File: config.mk
export PLATFORM = sky130hd
export DESIGN_NAME = manchester_rx
export DESIGN_NICKNAME = d
export VERILOG_FILES = /design/src/rtl/mrx_pkg.sv /design/src/rtl/mrx_edge_det.sv /design/src/rtl/mrx_period_timer.sv /design/src/rtl/mrx_ctrl.sv /design/src/rtl/manchester_rx.sv
export SDC_FILE = /design/constraint.sdc
export NUM_CORES = 1
export LEC_CHECK = 0
export BUFFER_PORTS_ARGS = -buffer_cell sky130_fd_sc_hd__buf_2
export CORE_UTILIZATION = 62
export DETAILED_ROUTE_END_ITERATION = 10
export PLACE_DENSITY = 0.87
export SYNTH_ARGS = -nofsm -noshare
export SYNTH_HDL_FRONTEND = slang
export SYNTH_HIERARCHICAL = 1
export SYNTH_SLANG_ARGS = --single-unit
File: constraint.sdc
create_clock -name clk -period 6.65 [get_ports clk]
set_input_delay 1.33 -clock clk [delete_from_list [all_inputs] [get_ports clk]]
set_output_delay 1.33 -clock clk [all_outputs]
set_load 0.01 [all_outputs]
File: src/rtl/mrx_pkg.sv
`timescale 1ns/1ps
package mrx_pkg;

    typedef enum logic [1:0] {
        RX_IDLE  = 2'd0,
        RX_DELIM = 2'd1,
        RX_DATA  = 2'd2
    } rx_state_e;

    typedef enum logic [1:0] {
        TRIM_NONE  = 2'd0,
        TRIM_SHORT = 2'd1,
        TRIM_LONG  = 2'd2
    } trim_e;

    typedef struct packed {
        logic seen;
        logic rising;
    } edge_s;

    typedef struct packed {
        logic vld;
        logic bit_val;
        logic err;
    } rx_out_s;

    localparam int EARLY_TOL = 4;
    localparam int LATE_TOL  = 3;
    localparam int JITTER    = 1;

    // Maps the signed distance of a transition from the expected edge to a trim.
    function automatic trim_e classify_offset(input int off);
        if (off >= -EARLY_TOL && off <= -(JITTER + 1))
            return TRIM_SHORT;
        else if (off >= (JITTER + 1) && off <= LATE_TOL)
            return TRIM_LONG;
        else
            return TRIM_NONE;
    endfunction

endpackage

File: src/rtl/mrx_edge_det.sv
`timescale 1ns/1ps
module mrx_edge_det
    import mrx_pkg::*;
(
    input  logic  clk,
    input  logic  rst,
    input  logic  tick,
    input  logic  line_in,
    output edge_s ev
);
    logic line_q;

    always_ff @(posedge clk) begin
        if (rst)
            line_q <= line_in;
        else if (tick)
            line_q <= line_in;
    end

    assign ev.seen   = tick && (line_in != line_q);
    assign ev.rising = line_in;

endmodule

File: src/rtl/mrx_period_timer.sv
`timescale 1ns/1ps
module mrx_period_timer
    import mrx_pkg::*;
#(
    parameter int OSR = 16,
    parameter int CW  = $clog2(OSR + 2)
)(
    input  logic          clk,
    input  logic          rst,
    input  logic          tick,
    input  logic          run,
    input  logic          start,
    input  trim_e         trim,
    output logic [CW-1:0] cnt,
    output logic          wrap
);
    localparam logic [CW-1:0] NOM_LAST  = CW'(OSR - 1);
    localparam logic [CW-1:0] LOAD_VAL  = CW'(OSR / 2 + 1);

    logic [CW-1:0] last_q;

    assign wrap = tick && run && (cnt == last_q);

    always_ff @(posedge clk) begin
        if (rst) begin
            cnt    <= '0;
            last_q <= NOM_LAST;
        end else if (tick) begin
            if (start) begin
                cnt    <= LOAD_VAL;
                last_q <= NOM_LAST;
            end else if (!run || cnt == last_q) begin
                cnt    <= '0;
                last_q <= NOM_LAST;
            end else begin
                cnt <= cnt + 1'b1;
                case (trim)
                    TRIM_SHORT: last_q <= NOM_LAST - 1'b1;
                    TRIM_LONG:  last_q <= NOM_LAST + 1'b1;
                    default:    last_q <= last_q;
                endcase
            end
        end
    end

endmodule

File: src/rtl/mrx_ctrl.sv
`timescale 1ns/1ps
module mrx_ctrl
    import mrx_pkg::*;
#(
    parameter int OSR   = 16,
    parameter int NBITS = 8,
    parameter int CW    = $clog2(OSR + 2)
)(
    input  logic          clk,
    input  logic          rst,
    input  logic          tick,
    input  edge_s         ev,
    input  logic [CW-1:0] cnt,
    input  logic          wrap,
    input  logic          drift_en,
    input  logic          pol_inv,
    output rx_state_e     state,
    output logic          start,
    output trim_e         trim,
    output rx_out_s       out
);
    localparam int MID    = OSR / 2;
    localparam int WIN_LO = MID - EARLY_TOL;
    localparam int WIN_HI = MID + LATE_TOL;
    localparam int BW     = $clog2(NBITS + 1);

    logic          seen_q;
    logic [BW-1:0] nb_q;
    logic          comp_on;
    logic          in_win;
    logic          take;
    logic          miss;

    generate
        if (OSR == 16) begin : g_track
            assign comp_on = drift_en;
        end else begin : g_no_track
            assign comp_on = 1'b0;
        end
    endgenerate

    assign in_win = (int'(cnt) >= WIN_LO) && (int'(cnt) <= WIN_HI);
    assign start  = tick && (state == RX_IDLE) && ev.seen;
    assign take   = tick && (state == RX_DATA) && ev.seen && in_win && !seen_q;
    assign miss   = tick && (state == RX_DATA) && !seen_q && !take
                    && (int'(cnt) == WIN_HI);
    assign trim   = (take && comp_on) ? classify_offset(int'(cnt) - MID) : TRIM_NONE;

    always_ff @(posedge clk) begin
        if (rst) begin
            state  <= RX_IDLE;
            seen_q <= 1'b0;
            nb_q   <= '0;
            out    <= '0;
        end else begin
            out.vld <= 1'b0;
            out.err <= 1'b0;
            case (state)
                RX_IDLE: begin
                    if (start) state <= RX_DELIM;
                end
                RX_DELIM: begin
                    if (wrap) begin
                        state  <= RX_DATA;
                        seen_q <= 1'b0;
                        nb_q   <= '0;
                    end
                end
                RX_DATA: begin
                    if (take) begin
                        seen_q      <= 1'b1;
                        nb_q        <= nb_q + 1'b1;
                        out.vld     <= 1'b1;
                        out.bit_val <= ~ev.rising ^ pol_inv;
                    end else if (miss) begin
                        out.err <= 1'b1;
                        state   <= RX_IDLE;
                    end
                    if (wrap) begin
                        seen_q <= 1'b0;
                        if (nb_q == BW'(NBITS)) state <= RX_IDLE;
                    end
                end
                default: state <= RX_IDLE;
            endcase
        end
    end

endmodule

File: src/rtl/manchester_rx.sv
`timescale 1ns/1ps
module manchester_rx
    import mrx_pkg::*;
#(
    parameter int OSR   = 16,
    parameter int NBITS = 8
)(
    input  logic clk,
    input  logic rst,
    input  logic os_tick,
    input  logic line_in,
    input  logic drift_en,
    input  logic pol_inv,
    output logic bit_o,
    output logic bit_vld,
    output logic sync_err
);
    localparam int CW = $clog2(OSR + 2);

    edge_s         ev_w;
    rx_state_e     state_w;
    logic          start_w;
    trim_e         trim_w;
    logic [CW-1:0] cnt_w;
    logic          wrap_w;
    rx_out_s       out_w;

    mrx_edge_det u_edge (
        .clk     (clk),
        .rst     (rst),
        .tick    (os_tick),
        .line_in (line_in),
        .ev      (ev_w)
    );

    mrx_period_timer #(.OSR(OSR), .CW(CW)) u_timer (
        .clk   (clk),
        .rst   (rst),
        .tick  (os_tick),
        .run   (state_w != RX_IDLE),
        .start (start_w),
        .trim  (trim_w),
        .cnt   (cnt_w),
        .wrap  (wrap_w)
    );

    mrx_ctrl #(.OSR(OSR), .NBITS(NBITS), .CW(CW)) u_ctrl (
        .clk      (clk),
        .rst      (rst),
        .tick     (os_tick),
        .ev       (ev_w),
        .cnt      (cnt_w),
        .wrap     (wrap_w),
        .drift_en (drift_en),
        .pol_inv  (pol_inv),
        .state    (state_w),
        .start    (start_w),
        .trim     (trim_w),
        .out      (out_w)
    );

    assign bit_o    = out_w.bit_val;
    assign bit_vld  = out_w.vld;
    assign sync_err = out_w.err;

endmodule

=== Yosys cells after proc, flatten, opt, wreduce, memory -nomap -nowiden ===
Cells that the tools add are included.
Widths: inputs -> output; s select.

* Flip-flop bits (word level): 21
* Bits of input ports: 6

* Add/sub/neg operators: 3
* Magnitude comparators: 6
* Eq/ne operators: 12
* Multiplexer cells: 26
* Bitwise gates (word level): 3
* Reduce and logical (&&, ||, !) cells: 32

{| class="wikitable"
|+ Operators by type and width
! kind !! number
|-
| $ge 32x3->1 const B || 2
|-
| $le 32x2->1 const B || 1
|-
| $le 32x3->1 const B || 1
|-
| $mux 2 || 10
|-
| $mux 5 || 4
|-
| $logic_and 1x1->1 || 16
|-
| $pmux 5 s2 || 1
|-
| $mux 4 || 2
|-
| $pmux 4 s2 || 1
|-
| $mux 1 || 6
|-
| $pmux 2 s3 || 1
|-
| $reduce_and 2->1 || 3
|-
| $reduce_and 3->1 || 2
|-
| $reduce_bool 2->1 || 3
|-
| $sub 5x4->6 const B || 1
|-
| $add 5x1->5 const B || 1
|-
| $eq 5x5->1 || 1
|-
| $eq 5x5->1 const B || 1
|-
| $ge 5x3->1 const B || 1
|-
| $le 5x4->1 const B || 1
|-
| $add 4x1->4 const B || 1
|-
| $eq 2x1->1 const B || 2
|-
| $eq 2x2->1 const B || 2
|-
| $eq 4x4->1 const B || 1
|-
| other kinds (13) || 17
|}

=== Longest topological paths before layout ===
Gate-level depths: netlist of run 1.

* Depth in word-level cells: 13
* Gate-level depth with buffers: 12

=== Modules after synthesis ===
The synthesis of run 1 kept the hierarchy.

{| class="wikitable"
|+ By module, submodules not included
! module !! times used !! cells each !! area each (um2) !! seq. area each (um2)
|-
| mrx_ctrl || 1 || 74 || 630.6 || 200.2
|-
| mrx_period_timer || 1 || 50 || 456.7 || 160.2
|-
| mrx_edge_det || 1 || 5 || 58.8 || 30.0
|-
| manchester_rx || 1 || 1 || 6.3 || 0.0
|}

=== Least setup slack after synthesis of run 1 ===
Ideal clock, no wire load.

* Path kind: input to register
* From: input port line_in
* To: register u_timer.last_q[3]
* Library setup time: 0.115 ns
* Data arrival time: 3.208 ns
* Data required time: 6.535 ns
* Path slack: 3.328 ns
* Cell stages on the path: 12
* Buffers on the path: 0
* Cell sequence: xor2_1 > and2_1 > nand2_1 > a211o_1 > nor2_1 > and4_1 > inv_1 > ha_1 > nor2_1 > o21a_1 > a211o_2 > a21o_2

{| class="wikitable"
|+ RTL lines
! what !! RTL line !! RTL
|-
| start: declaration || manchester_rx.sv:11 || <nowiki>input logic line_in,</nowiki>
|-
| end signal: assignment || mrx_period_timer.sv:38 || <nowiki>TRIM_SHORT: last_q <= NOM_LAST - 1'b1;</nowiki>
|-
| end signal: assignment || mrx_period_timer.sv:39 || <nowiki>TRIM_LONG: last_q <= NOM_LAST + 1'b1;</nowiki>
|-
| end signal: assignment || mrx_period_timer.sv:40 || <nowiki>default: last_q <= last_q;</nowiki>
|-
| end: declaration || mrx_period_timer.sv:20 || <nowiki>logic [CW-1:0] last_q;</nowiki>
|}

==> results of run 1 <==
-- final timing paths --
path	cells after the start	slack, ns	from	end
worst min register to register	2	0.47	u_timer/last_q[4]$_SDFFE_PP0P_	u_timer/last_q[4]$_SDFFE_PP0P_
worst max register to register	12	3.79	u_timer/cnt[3]$_SDFFE_PP0P_	u_timer/last_q[3]$_SDFFE_PP1P_
worst max-delay path	12	3.26	os_tick	u_timer/last_q[3]$_SDFFE_PP1P_
worst min-delay path	2	0.47	u_timer/last_q[4]$_SDFFE_PP0P_	u_timer/last_q[4]$_SDFFE_PP0P_
-- routing by layer --
| layer | track usage [%] | share of wire, % | vias up |
|---|---|---|---|
| li1 | - | - | 490 |
| met1 | 36.82 | 45 | 472 |
| met2 | 42.61 | 47 | 52 |
| met3 | 5.200 | 6.4 | 6 |
| met4 | 15.15 | 2.0 | 0 |
| met5 | 0 | 0 | - |
-- layout make-up --
cell class | count | area, um2
well taps | 25 | 31.28
clock inverters | 1 | 5.005
flip-flops and latches | 19 | 390.4
fillers | 141 | 490.5
repair buffers | 8 | 40.04
clock buffers | 3 | 22.52
multi-input cells | 97 | 705.7
inverters | 11 | 41.29
-- power groups by stage --
stage                     sequential, W  combinational [W]  clock (W)
after floorplan                0.000123          0.0000150          0
final                          0.000121          0.0000203  0.0000597
after global placement         0.000123          0.0000190          0
after global routing           0.000121          0.0000223  0.0000663
after detailed placement       0.000124          0.0000197          0
after CTS                      0.000121          0.0000200  0.0000608
-- layout by cell type, fill, tap and decap left out, types with 3 or more instances in the layout --
master     n
a211oi_1   4
a21oi_1    6
and2_1     4
buf_2      8
clkbuf_4   3
dfxtp_1   18
ha_1       6
inv_1     11
mux2i_1    3
nand2_1    5
nand2b_1   5
nand3_1    4
nand4_1    3
nor2_1     7
nor3_1     5
o21ai_0    3
xor2_1     5
-- tightest hold or removal path: cells and delay by family, from the launching register on --
kind | cells | cell delay, ns
AO/OA/AOI/OAI | 1 | 0.05
buffers and inverters | 1 | 0.05
flip-flops | 1 | 0.34
-- kinds of logic (layout without fill, tap and decap cells) --
logic type	after synthesis	count (layout)	share of synthesized area, %
AO/OA/AOI/OAI	29	29	17.92
flip-flops	19	19	33.88
XOR/XNOR	7	7	5.320
AND/OR/NAND/NOR	51	51	27.91
buffers and inverters	14	23	4.887
multiplexers	4	4	3.583
adder cells (fa/ha/maj)	6	6	6.514
-- state kept, by name, summed over array words and instances, names as in the netlist --
| signal | flops |
|---|---|
| u_ctrl/out | 3 |
| u_edge/line_q | 1 |
| u_ctrl/nb_q | 4 |
| u_ctrl/seen_q | 1 |
| u_timer/last_q | 3 |
| u_timer/cnt | 5 |
| u_ctrl/state | 2 |
-- metrics by stage --
stage                     instance area, um2  hold WS (ns)  std cells  utilization [%]  worst slack, ns
after floorplan                         1152        0.4326        130                -            3.328
after global placement                  1209        0.4564        160            70.00            3.062
after detailed placement                1209        0.4526        160            70.00            2.962
after CTS                               1236        0.4695        164            71.59            3.288
after global routing                    1236        0.4912        164            71.59            3.121
final                                   1236        0.4677        164            71.59            3.258
==> results by group, run 1 <==
Synth
  – Cell taking the most area after synthesis: dfxtp_1
  – Post-synth top cells: dfxtp_1, inv_1, nor2_1
  – Fraction of registers with async set/reset: 0%
  – Cell Area, Synth: 1152 um2
  – Number of distinct library cells after synthesis: 49
  – Yosys warning total: 6
  – Synthesized flop and latch total: 19
  – EDFF count, synth: 1
  – Most common cell in the netlist: dfxtp_1
  – Mapped Nets: 142
  – Top cell type's share of synthesized area: 31.27%
  – Ranking of synthesized cells by area: dfxtp_1, ha_1, xor2_1
  – Gate Count Post-Synth: 130
  – Top FF cell, synth: dfxtp_1
  – Syn avg cell area: 8.864 um2
  – Sequential-to-total area share from yosys stat: 33.88%

Setup path
  – CP max stage cell: a211o_1
  – Crit-path cells: buf_2 -> and2_1 -> nand2_1 -> a211o_1 -> nor2_1 -> and4_1 -> inv_1 -> ha_1 -> nor2_1 -> o21a_1 -> a211o_2 -> a21o_2
  – Most used cell, CP: nor2_1
  – Largest stage delay, worst path: 0.31 ns
  – CP arrival: 3.60 ns
  – Crit path kind: in2reg
  – Crit path max fanout: 18
  – CP Launch Type: input port
  – CP required: 6.86 ns
  – CP top delay family: compound AO/OA/AOI/OAI gates
  – WP buf/inv: 2
  – Crit end category: flip-flop

Clock tree
  – CTS sink count: 19
  – Hold-fix buffers, CTS: 0
  – Reg clk slew, reported paths: 0.11 ns
  – CTS tree: yes
  – Worst-Skew Late Latency: 0.30 ns
  – Post-CTS resize count: 0
  – Clock Path Buffers: 2
  – CTS Buf Count: 3
  – Clk root buf: clkbuf_4
  – Post-CTS Setup Repair Bufs: 0
  – H-tree Lvls: 1

Detailed routing
  – Initial drt markers: 68
  – Via count: 1020
  – Detail Route Antenna Nets: 0
  – WL final: 2458 um
  – DRT Pass-1 Iters: 4
  – Vias per inst: 6.220
  – WL/cell: 14.99 um
  – DRC errors left: 0

Pwr
  – Net Sw Power: 0.00005231 W
  – Share of total power in sequential cells: 60.2%
  – Combinational power share: 10.1%
  – Sw frac: 26.01%
  – Internal Power: 0.0001488 W
  – PwrDens: 162.7 nW/um2
  – Peak VDD IR: 0.1262 mV
  – Clock network fraction of total power: 29.7%
  – Leakage power: 0.4597 nW
  – Tot Pwr: 0.0002011 W

Job
  – Max-cap violations: 0

Timing
  – Slew Viols, Final: 0
  – FMAX: 0.2949 GHz
  – Tightest Pin Transition: 0.6681 ns
  – Fin Setup TNS: 0 ns
  – Worst slew margin: 55.19%
  – # setup viols final: 0
  – Hold Fails Final Rpt: 0
  – Clock skew: 0.004082 ns
  – Unrepaired setup endpoints after global routing: false
  – Final period util: 51.00%
  – Minimum clock period: 3.392 ns

Layout
  – Final nets: 152
  – Layout cells sized above 1: 17.27%
  – P&R area growth vs syn: 7.275%
  – # diodes: 0

Placement
  – Port Buffers: 8
  – Detailed Place HPWL: 1777 um
  – Placer's final routability congestion estimate: 0.8141

Global routing
  – Initial antenna violation count: 0
  – Number of global-route vias before repair: 915
  – GRT Util Overall: 27.82%
  – Largest net degree at the start of global routing: 20
  – Overflow after GRT: 0
  – First-pass GRT wire length: 3988 um

Die
  – Height of the die: 45.11 um
  – I/O pin total: 9
  – Full die area: 2035 um2
  – Num rows: 15
  – Core ar.: 1727 um2
  – Die X: 45.11 um
  – Starting Density: 66.74%

Worst hold path
  – Tightest Hold Check Type: reg2reg

Outcome
  – Status: finished, final reports clean
No activity file was read; power rests on OpenSTA's default activity.
==> inputs of run 2 (changes only) <==
- ABC_AREA: not set -> 1
- CORE_UTILIZATION: 62 -> 52
- PLACE_DENSITY: 0.87 -> 0.78
- clock period: 6.65 -> 3.1 ns (I/O delays scaled with it)
==> run 2 against run 1 <==
Compared with the run above: cell count grew 30%; design area up 3.4%; critical path depth unchanged; clock skew rose by 0.00079 ns; sequential power rose by 120%; combinational power rose to 2.9 times the previous value; critical path type is now reg2reg.
==> results by group, run 2 <==
Clock tree
  – Hold-fix buffers, CTS: 0
  – Worst-Skew Late Latency: 0.30 ns
  – CTS sink count: 19
  – CTS Buf Count: 3
  – Post-CTS resize count: 0
  – H-tree Lvls: 1
  – Post-CTS Setup Repair Bufs: 0
  – Reg clk slew, reported paths: 0.11 ns
  – Clk root buf: clkbuf_4
  – CTS tree: yes
  – Clock Path Buffers: 2

Synth
  – Top cell type's share of synthesized area: 30.03%
  – Fraction of registers with async set/reset: 0%
  – Most common cell in the netlist: nand2_1
  – Cell taking the most area after synthesis: dfxtp_1
  – Sequential-to-total area share from yosys stat: 32.53%
  – Top FF cell, synth: dfxtp_1
  – Post-synth top cells: nand2_1, inv_1, nor2_1
  – Synthesized flop and latch total: 19
  – Number of distinct library cells after synthesis: 27
  – Ranking of synthesized cells by area: dfxtp_1, nand2_1, inv_1
  – EDFF count, synth: 1
  – Cell Area, Synth: 1200 um2
  – Mapped Nets: 188
  – Gate Count Post-Synth: 176
  – Yosys warning total: 6
  – Syn avg cell area: 6.818 um2

Setup path
  – Crit-path cells: inv_2 -> ha_1 -> nand2_1 -> nand2_1 -> nor2_4 -> nand2_4 -> nor3_1 -> inv_1 -> ha_1 -> nor3_1 -> nand3b_1 -> nor2_1
  – CP max stage cell: dfxtp_1
  – Crit path max fanout: 10
  – CP required: 3.31 ns
  – CP arrival: 2.55 ns
  – Crit end category: flip-flop
  – CP Launch Type: flip-flop
  – Crit path kind: reg2reg
  – Largest stage delay, worst path: 0.51 ns
  – WP buf/inv: 2
  – CP top delay family: simple AND/OR/NAND/NOR gates

Worst hold path
  – Tightest Hold Check Type: reg2reg

Detailed routing
  – Vias per inst: 5.286
  – DRT Pass-1 Iters: 4
  – DRC errors left: 0
  – Via count: 1126
  – Initial drt markers: 34
  – Detail Route Antenna Nets: 0
  – WL final: 2477 um
  – WL/cell: 11.63 um

Placement
  – Cell Area, Placed: 1252 um2
  – Detailed Place HPWL: 1849 um
  – Pre-CTS worst setup slack: 0.6342 ns
  – Placer's final routability congestion estimate: 0.8336
  – Port Buffers: 8

Timing
  – Worst slew margin: 79.15%
  – FMAX: 0.4276 GHz
  – Unrepaired setup endpoints after global routing: false
  – # setup viols final: 0
  – Slew Viols, Final: 0
  – Tightest Pin Transition: 0.3123 ns
  – Setup ws final: 0.7612 ns
  – Final period util: 75.45%
  – Fin Setup TNS: 0 ns
  – Clock skew: 0.004876 ns
  – Hold Fails Final Rpt: 0
  – Minimum clock period: 2.339 ns

Outcome
  – Status: finished, final reports clean

Global routing
  – First-pass GRT wire length: 4126 um
  – Overflow after GRT: 0
  – Initial antenna violation count: 0
  – GRT Util Overall: 21.69%
  – Largest net degree at the start of global routing: 14
  – Number of global-route vias before repair: 1029

Layout
  – Max FFs per register: 5
  – P&R area growth vs syn: 6.570%
  – Regs by FF count: u_timer/cnt: 5 flops, u_ctrl/nb_q: 4 flops
  – Commonest non-fill, non-tap cell in the layout: nand2_1
  – Commonest non-fill, non-tap cells in the layout: nand2_1, inv_1, nor2_1, dfxtp_1, nand3_1
  – Final nets: 198
  – Top reg by flops: u_timer/cnt
  – Design Area, Final: 1279 um2
  – # diodes: 0
  – Layout cells sized above 1: 15.68%

Pwr
  – PwrDens: 350.4 nW/um2
  – Tot Pwr: 0.0004480 W
  – Leakage power: 0.5630 nW
  – Peak VDD IR: 0.1998 mV

Die
  – Starting Density: 54.77%
  – Core ar.: 2191 um2
  – Die X: 50.04 um
  – Full die area: 2504 um2
  – Num rows: 17
  – Height of the die: 50.04 um
  – I/O pin total: 9

Job
  – Max-cap violations: 0
==> run 2: cell types whose count changed after synthesis, sizes merged, moves of 3 or more <==
| cell | before | now |
|---|---|---|
| a211oi | 5 | 0 |
| inv | 11 | 27 |
| nand3 | 4 | 14 |
| a21o | 3 | 0 |
| nand3b | 0 | 3 |
| mux2i | 3 | 0 |
| a21oi | 6 | 10 |
| nor2 | 7 | 26 |
| nand2 | 6 | 48 |
| or3 | 3 | 0 |
| and2 | 4 | 0 |
| nand2b | 5 | 0 |
==> run 2: report_power, final <==
part	internal, W	total (W)	leakage, nW	switching, W
Clock	0.0000501	0.000127	0.0150	0.0000771
Sequential	0.000253	0.000262	0.156	0.00000842
Combinational	0.0000205	0.0000591	0.392	0.0000386
==> run 2: final timing paths <==
check | slack, ns | startpoint | end | cells after the start
worst min register to register | 0.48 | u_ctrl/out[1]$_SDFFE_PP0P_ | u_ctrl/out[1]$_SDFFE_PP0P_ | 2
worst min-delay path | 0.48 | u_ctrl/out[1]$_SDFFE_PP0P_ | u_ctrl/out[1]$_SDFFE_PP0P_ | 2
worst max register to register | 0.76 | u_timer/cnt[3]$_SDFFE_PP0P_ | u_timer/last_q[4]$_SDFFE_PP0P_ | 12
worst max-delay path | 0.76 | u_timer/cnt[3]$_SDFFE_PP0P_ | u_timer/last_q[4]$_SDFFE_PP0P_ | 12
==> run 2: cells by family (layout without fill, tap and decap cells) <==
group                    Yosys count  after routing  share of synthesized area, %
AO/OA/AOI/OAI                     13             13                         5.527
adder cells (fa/ha/maj)            6              6                         6.256
XOR/XNOR                           6              6                         4.380
AND/OR/NAND/NOR                  102            102                         40.77
flip-flops                        19             19                         32.53
buffers and inverters             30             39                         10.53
==> run 2: worst min-delay path, cell delays in order, from the launching register on <==
cell	delay [ns]
dfxtp_1	0.33
nand2_1	0.06
a21oi_1	0.05
==> run 2: final cells by class <==
cell class                      instances  area, um2
Clock buffer                            4      26.28
Fill cell                             207      912.1
Inverter                               27      103.9
Multi-Input combinational cell        127      683.2
Sequential cell                        19      390.4
Tap cell                               28      35.03
Timing Repair Buffer                    8      40.04
==> run 2: through the flow <==
stage	utilization (%)	hold slack (ns)	std cells
6_report	58.37	0.4780	213
5_1_grt	58.37	0.5069	213
4_1_cts	58.37	0.4792	213
3_5_place_dp	57.17	0.4637	209
3_3_place_gp	57.17	0.4605	209
2_1_floorplan	-	0.4427	176
==> run 2: routing by layer <==
layer	GRT usage, %	vias to the layer above	wire [um]
li1	-	570	-
met1	27.63	515	1139
met2	36.44	37	1204
met3	2.778	4	103
met4	8.571	0	29
met5	0	-	0
